## config.mk

```make
export PLATFORM = sky130hd
export DESIGN_NAME = rx_err_fifo
export DESIGN_NICKNAME = d
export VERILOG_FILES = /design/src/rtl/rx_err_fifo.sv
export SDC_FILE = /design/constraint.sdc
export NUM_CORES = 1
export LEC_CHECK = 0
export ABC_AREA = 1
export BUFFER_PORTS_ARGS = -buffer_cell sky130_fd_sc_hd__buf_2
export CAP_MARGIN = 15
export CELL_PAD_IN_SITES_DETAIL_PLACEMENT = 2
export CELL_PAD_IN_SITES_GLOBAL_PLACEMENT = 2
export CORE_ASPECT_RATIO = 2
export CORE_MARGIN = 2
export CORE_UTILIZATION = 40
export CTS_BUF_LIST = sky130_fd_sc_hd__clkbuf_16
export DETAILED_ROUTE_END_ITERATION = 8
export PLACE_DENSITY_LB_ADDON = 0.2
export SYNTH_ARGS = -nofsm -noshare
export SYNTH_HDL_FRONTEND = slang
export SYNTH_SLANG_ARGS = --single-unit
```

## constraint.sdc

```tcl
create_clock -name clk -period 3.9 [get_ports clk]
set_input_delay 0.39 -clock clk [delete_from_list [all_inputs] [get_ports clk]]
set_output_delay 0.39 -clock clk [all_outputs]
set_load 0.01 [all_outputs]
```

## src/rtl/rx_err_fifo.sv

```systemverilog
module rx_err_fifo #(
  parameter int DEPTH = 8,
  parameter int DW    = 8
) (
  input  logic          clk,
  input  logic          rst_n,
  input  logic          push,
  input  logic [DW-1:0] push_data,
  input  logic          push_brk,
  input  logic          push_fe,
  input  logic          push_pe,
  input  logic          ovr_in,
  input  logic          pop,
  input  logic          err_rst,
  input  logic          rx_rst,
  input  logic          blk_mode,
  input  logic          tx_empty,
  input  logic          tx_ready,
  output logic [DW-1:0] rd_data,
  output logic [7:0]    status
);
  localparam int AW = (DEPTH > 1) ? $clog2(DEPTH) : 1;
  localparam int CW = $clog2(DEPTH + 1);

  logic [DW-1:0] dmem [DEPTH];
  logic [2:0]    fmem [DEPTH];
  logic [AW-1:0] wp, rp;
  logic [CW-1:0] cnt;
  logic          ovr;
  logic [2:0]    sticky;

  wire full    = (cnt == CW'(DEPTH));
  wire empty   = (cnt == '0);
  wire do_push = push && !full && !rx_rst;
  wire do_pop  = pop && !empty && !rx_rst;
  wire [2:0] in_flags = {push_brk, push_fe, push_pe};

  function automatic logic [AW-1:0] nxt(input logic [AW-1:0] p);
    return (p == AW'(DEPTH - 1)) ? '0 : p + 1'b1;
  endfunction

  always_ff @(posedge clk or negedge rst_n) begin
    if (!rst_n) begin
      wp <= '0; rp <= '0; cnt <= '0; ovr <= 1'b0; sticky <= '0;
    end else if (rx_rst) begin
      wp <= '0; rp <= '0; cnt <= '0; ovr <= 1'b0; sticky <= '0;
    end else begin
      if (do_push) wp <= nxt(wp);
      if (do_pop)  rp <= nxt(rp);
      cnt <= cnt + CW'(do_push) - CW'(do_pop);
      if (err_rst)                            ovr <= 1'b0;
      else if ((push && full) || ovr_in)      ovr <= 1'b1;
      if (err_rst)      sticky <= '0;
      else if (do_push) sticky <= sticky | in_flags;
    end
  end

  always_ff @(posedge clk) begin
    if (do_push) dmem[wp] <= push_data;
  end

  always_ff @(posedge clk) begin
    for (int i = 0; i < DEPTH; i++)
      if (err_rst) fmem[i] <= '0;
    if (do_push) fmem[wp] <= in_flags;
  end

  wire [2:0] head_flags = empty ? 3'b000 : fmem[rp];
  assign rd_data = empty ? '0 : dmem[rp];
  assign status  = {blk_mode ? sticky : head_flags, ovr, tx_empty, tx_ready, full, !empty};


  count_bound_chk: assert property (@(posedge clk) disable iff (!rst_n)
    cnt <= CW'(DEPTH));


  overrun_set_chk: assert property (@(posedge clk) disable iff (!rst_n)
    (push && status[1] && !err_rst && !rx_rst) |=> status[4]);


  rx_reset_chk: assert property (@(posedge clk) disable iff (!rst_n)
    rx_rst |=> (status[4] == 1'b0 && status[0] == 1'b0 && sticky == 3'b000 && rd_data == '0));


  err_reset_chk: assert property (@(posedge clk) disable iff (!rst_n)
    (err_rst && !rx_rst) |=> (!status[4] && sticky == 3'b000));


  last_pop_chk: assert property (@(posedge clk) disable iff (!rst_n)
    (cnt == CW'(1) && pop && !push) |=> (!status[0] && rd_data == '0));


  sticky_hold_chk: assert property (@(posedge clk) disable iff (!rst_n)
    (!err_rst && !rx_rst) |=> ((sticky & $past(sticky)) == $past(sticky)));
endmodule

```

==> results of run 1 <==
[layer usage]
layer / vias up / track usage, %
met2: 44 / 42.5
met4: 0 / 6.54
met1: 1719 / 22.7
met5: - / 0
li1: 1617 / -
met3: 14 / 3.23
[synth_stat cells]
cell type    n  area (um2)
nand2_1    115         432
nor2_1     100         375
edfxtp_1    88        2640
inv_1       73         274
nand3_1     37         185
dfrtp_1     14         350
o21ai_1     13        65.1
ha_1        10         125
o21ai_0      8        40.0
buf_6        7        78.8
buf_2        6        30.0
a21oi_1      5        25.0
buf_4        5        37.5
clkbuf_1     2        7.51
inv_2        2        7.51
nand3_2      2        20.0
nor2_4       2        22.5
and2_1       1        6.26
clkinv_1     1        3.75
fa_1         1        20.0
inv_4        1        6.26
nand2_2      1        6.26
o2bb2ai_1    1        8.76
xnor2_1      1        8.76
[worst max path at each step]
stage / start / endpoint / slack [ns]
global placement: cnt[2] / cnt[2] / 1.34
CTS: cnt[2] / cnt[2] / 1.18
finish: rp[1] / rd_data[3] / 1.18
floorplan: cnt[2] / cnt[2] / 1.92
detailed placement: cnt[2] / cnt[2] / 1.22
global route: cnt[2] / cnt[2] / 1.01
[final cells by class]
type	count	area, um2
Clock buffer	9	225
Clock inverter	7	41.3
Fill cell	1304	6440
Inverter	77	292
Multi-Input combinational cell	297	1340
Sequential cell	102	2990
Tap cell	145	181
Timing Repair Buffer	35	185
[registers in the layout, indices dropped and copies added, names as in the netlist]
signal and cells:
sticky 3, wp 3, ovr 1, rp 3, dmem 64, fmem 24, cnt 4
[per-stage QoR]
stage | power, uW | worst slack [ns]
finish | 3040 | 1.18
floorplan | 2000 | 1.92
CTS | 3090 | 1.18
detailed placement | 2260 | 1.22
global route | 3250 | 1.01
global placement | 2190 | 1.34
[cell families after synthesis]
| kind of cell | share of synthesized area, % |
|---|---|
| simple gates | 21.9 |
| fa+ha+maj | 3.04 |
| compound gates | 2.91 |
| flops | 62.6 |
| xor+xnor | 0.183 |
| buf+inv | 9.32 |
[timing repair]
item | in CTS | in global routing
endpoints found under the hold margin | 14 | 0
buffers inserted | 0 | 0
hold buffers | 1 | 0
[critical path: stages (launching register included)]
cell	delay, ns
dfrtp_1	0.76
inv_2	0.31
nor2_1	0.20
o21ai_1	0.10
nand2_1	0.12
nor2_1	0.05
nor2_1	0.25
buf_2	0.19
[where the power goes]
part | internal (uW) | leakage (uW) | switching (uW)
Sequential | 1250 | 0.00102 | 44.7
Combinational | 292 | 0.00122 | 632
Clock | 429 | 0.000132 | 390
==> run_results.csv, run 1 <==
group,metric,value,unit
outcome,outcome,"completed",
pwr,peakVddDrop,0.400,mV
critical_path,start_kind,"flop",
synth,ys_seq_area_share,62.6,%
routing,drtIter0Drc,106,
synth,synthCells,496,
synth,ys_types,24,
synth,syn_nets,528,
placed_design,place.port_buffers,32,
timing,maxSlewViolCount,0,
layout,final_cells,672,
critical_path,reg2reg_to,"cnt[2]",
cts,cts_made_buffers,9,
routing,routed_wl,12800,um
die,die_h,159,um
layout,final_common_cell,"nand2_1",
cts,clockBufferDepth,2,
timing,setup_viol,0,
critical_path,reg2regPathDepth,11,
layout,final_cell_mix,"nand2_1, nor2_1, edfxtp_1",
cts,insertion_delay,0.34,ns
worst_hold_path,worstHoldStart,"rx_rst",
routing,ant_nets,0,
cts,cts-root-buf,"clkbuf_16",
die,rows,56,
cts,clock-sinks,102,
timing,max_freq,368,MHz
grt,antenna_found_initial,0,
die,coreArea,11700,um2
layout,fin_util,44.9,%
timing,period_minus_slack,2.72,ns
grt,grt_max_degree,55,
layout,fin_area,5260,um2
routing,drc_errors,0,
routing,drt-met1-wl,4700,um
critical_path,reg2reg_from,"cnt[2]",
critical_path,arrival,2.33,ns
routing,dr_wl_met2,7630,um
routing,num_vias,3394,
grt,overflow,0,
critical_path,cp-end-kind,"output pin",
die,dieArea,12900,um2
layout,layout.nets,554,
layout,synthToLayoutAreaGrowth,10.0,%
layout,drive_above_1_share,10.4,%
grt,grt_pass1_wl,20400,um
placed_design,place_congestion,0.706,
pwr,p_leak,0.00236,uW
cts,cts_tree,"built",
placed_design,placed_area,4980,um2
placed_design,hpwl,9180,um
worst_hold_path,min_path_type,"in -> reg",
timing,holdWs,0.278,ns
cts,clkTransAtPathRegs,0.07,ns
worst_hold_path,hold_path_depth,2,
synth,netlist_area,4780,um2
timing,slew_headroom,42.7,%
synth,yosysWarnings,0,
grt,grt_usage,21.6,%
routing,route.met3.wl,206,um
routing,via_per_inst,5.05,
routing,top_layer_used,"met4",
routing,detail_route.wl_per_cell,19.0,um
critical_path,critPathRequiredTime,3.51,ns
timing,finalHoldViolCount,0,
grt,grt_pass1_vias,3878,
layout,antennaDiodeCount,0,
routing,first_pass_iters,4,
timing,finClkSkew,0.00900,ns
job,cap_violations,0,
placed_design,dp.cells,655,
timing,rsz0062_at_grt,"no",
cts,htreeDepth,3,
critical_path,rrSetupSlack,1.24,ns
synth,ys_ff_latch,102,
worst_hold_path,min_to,"cnt[1]",
die,die_w,81.3,um
critical_path,cp_max_fo,16,
die,initial_core_util,40.8,%
timing,worst_pin_slew,0.859,ns
die,num_io_pins,37,
critical_path,criticalPathCategory,"reg -> out",
synth,avgSynthCellArea,9.63,um2
pwr,power_density,578,nW/um2
timing,setup-tns-final,0,ns
timing,finalCritPeriodShare,69.7,%
cts,ctsResizeCount,0,
Power figures use the tool's default switching activity.
==> run 2: changes to the inputs <==
--- a/config.mk
+++ b/config.mk
@@ -12,7 +12,7 @@
 export CELL_PAD_IN_SITES_GLOBAL_PLACEMENT = 2
 export CORE_ASPECT_RATIO = 2
 export CORE_MARGIN = 2
-export CORE_UTILIZATION = 40
+export CORE_UTILIZATION = 38
 export CTS_BUF_LIST = sky130_fd_sc_hd__clkbuf_16
 export DETAILED_ROUTE_END_ITERATION = 8
 export PLACE_DENSITY_LB_ADDON = 0.2
==> constraint.sdc (replaced) <==
create_clock -name clk -period 2.8 [get_ports clk]
set_input_delay 0.28 -clock clk [delete_from_list [all_inputs] [get_ports clk]]
set_output_delay 0.28 -clock clk [all_outputs]
set_load 0.01 [all_outputs]
==> run_results.csv, run 2 (synthesis results as in run 1) <==
group,metric,value,unit
layout,seqCellArea,2990,um2
timing,finalCritPeriodShare,80.3,%
critical_path,endpoint,"status[6]",
worst_hold_path,worstHoldStart,"rx_rst",
timing,worst_pin_slew,0.486,ns
pwr,p_leak,0.00240,uW
layout,antennaDiodeCount,0,
die,num_io_pins,37,
die,die_w,83.3,um
pwr,power.total,4490,uW
timing,setup-tns-final,0,ns
grt,grt_pass1_vias,3726,
timing,rsz0062_at_grt,"no",
critical_path,reg2reg_to,"cnt[1]",
layout,drive_above_1_share,11.7,%
critical_path,reg2regPathDepth,11,
placed_design,place.port_buffers,32,
layout,largest_reg_flops,64,
layout,final_cell_mix,"nand2_1, nor2_1, edfxtp_1",
layout,layout.nets,557,
routing,dr_wl_met2,7160,um
routing,ant_nets,0,
cts,insertion_delay,0.34,ns
timing,period_minus_slack,2.25,ns
routing,first_pass_iters,4,
routing,via_per_inst,4.98,
placed_design,hpwl,8270,um
die,die_h,163,um
timing,maxSlewViolCount,0,
cts,clkTransAtPathRegs,0.07,ns
layout,top_register,"dmem",
routing,drt-met1-wl,5300,um
pwr,power_density,838,nW/um2
worst_hold_path,min_path_type,"in -> reg",
grt,antenna_found_initial,0,
routing,drtIter0Drc,185,
cts,htreeDepth,3,
cts,clockBufferDepth,2,
critical_path,start_kind,"flop",
grt,grt_pass1_wl,20800,um
critical_path,criticalPathCategory,"reg -> out",
timing,finalHoldViolCount,0,
routing,routed_wl,12700,um
layout,multi_input_area,1340,um2
critical_path,crit_start,"rp[0]",
routing,num_vias,3385,
cts,cts_tree,"built",
job,cap_violations,0,
die,dieArea,13500,um2
layout,final_common_cell,"nand2_1",
timing,max_freq,445,MHz
die,coreArea,12400,um2
layout,fin_util,43.1,%
critical_path,rrSetupSlack,0.61,ns
cts,cts-root-buf,"clkbuf_16",
placed_design,place_congestion,0.755,
cts,clock-sinks,102,
critical_path,reg2reg_from,"cnt[2]",
die,rows,58,
cts,ctsResizeCount,0,
routing,route.met3.wl,132,um
critical_path,cp-end-kind,"output pin",
layout,top_regs,"dmem: 64 flops, fmem: 24 flops, cnt: 4 flops",
timing,finClkSkew,0.00797,ns
grt,grt_max_degree,43,
timing,setup_viol,0,
routing,drc_errors,0,
layout,synthToLayoutAreaGrowth,12.0,%
cts,cts_made_buffers,9,
pwr,peakVddDrop,0.647,mV
die,initial_core_util,38.5,%
layout,fillerInstances,1398,
timing,slew_headroom,67.6,%
grt,grt_usage,20.3,%
outcome,outcome,"completed",
grt,overflow,0,
critical_path,critPathRequiredTime,2.52,ns
critical_path,cp_max_fo,37,
critical_path,arrival,1.97,ns
routing,top_layer_used,"met4",
routing,detail_route.wl_per_cell,18.7,um
==> run 2: how the worst min path moves through the flow <==
stage / to / depth (start not counted)
after floorplan: cnt[0] / 0
after global placement: wp[2] / 1
after detailed placement: sticky[1] / 1
after CTS: cnt[0] / 2
after global routing: cnt[1] / 2
final: cnt[2] / 2
==> run 2: layout make-up <==
class | instances | area share (%)
clock buffer | 9 | 4.21
clock inverter | 7 | 1.71
inverter | 77 | 5.45
multi-input combinational | 297 | 25.0
sequential | 102 | 56.0
tap | 150 | 3.51
timing repair buffer | 38 | 4.12
==> run 2: critical path, cell delays in order, from the launching register on <==
cell and delay (ns):
dfrtp_2 0.55, inv_4 0.38, nand2_1 0.11, nand2_1 0.09, nand2_1 0.06, nand3_1 0.09, nand3_1 0.12, nand2_1 0.08
buf_2 0.12
==> run 2: report_power, final <==
part / switching, uW / internal, uW
clock network: 601 / 714
logic: 911 / 442
registers: 70.6 / 1750
total: 1580 / 2900
==> run 2: per-layer routing <==
layer / up-vias / track usage, %
met3: 7 / 2.48
li1: 1630 / -
met1: 1728 / 25.0
met4: 0 / 5.37
met5: - / 0
met2: 20 / 37.3
==> run 2: stage by stage <==
stage	hold slack (ns)	instance area (um2)	setup slack (ns)	instances
global placement	0.209	5020	0.710	663
finish	0.173	5350	0.552	680
global route	0.181	5350	0.374	680
detailed placement	0.206	5020	0.644	663
floorplan	-0.0156	4780	0.819	496
CTS	0.158	5350	0.508	680
==> run 2: repair_timing <==
item | CTS | global route
endpoints found under the hold margin | 14 | 0
hold buffers | 1 | 0
buffers inserted | 0 | 0
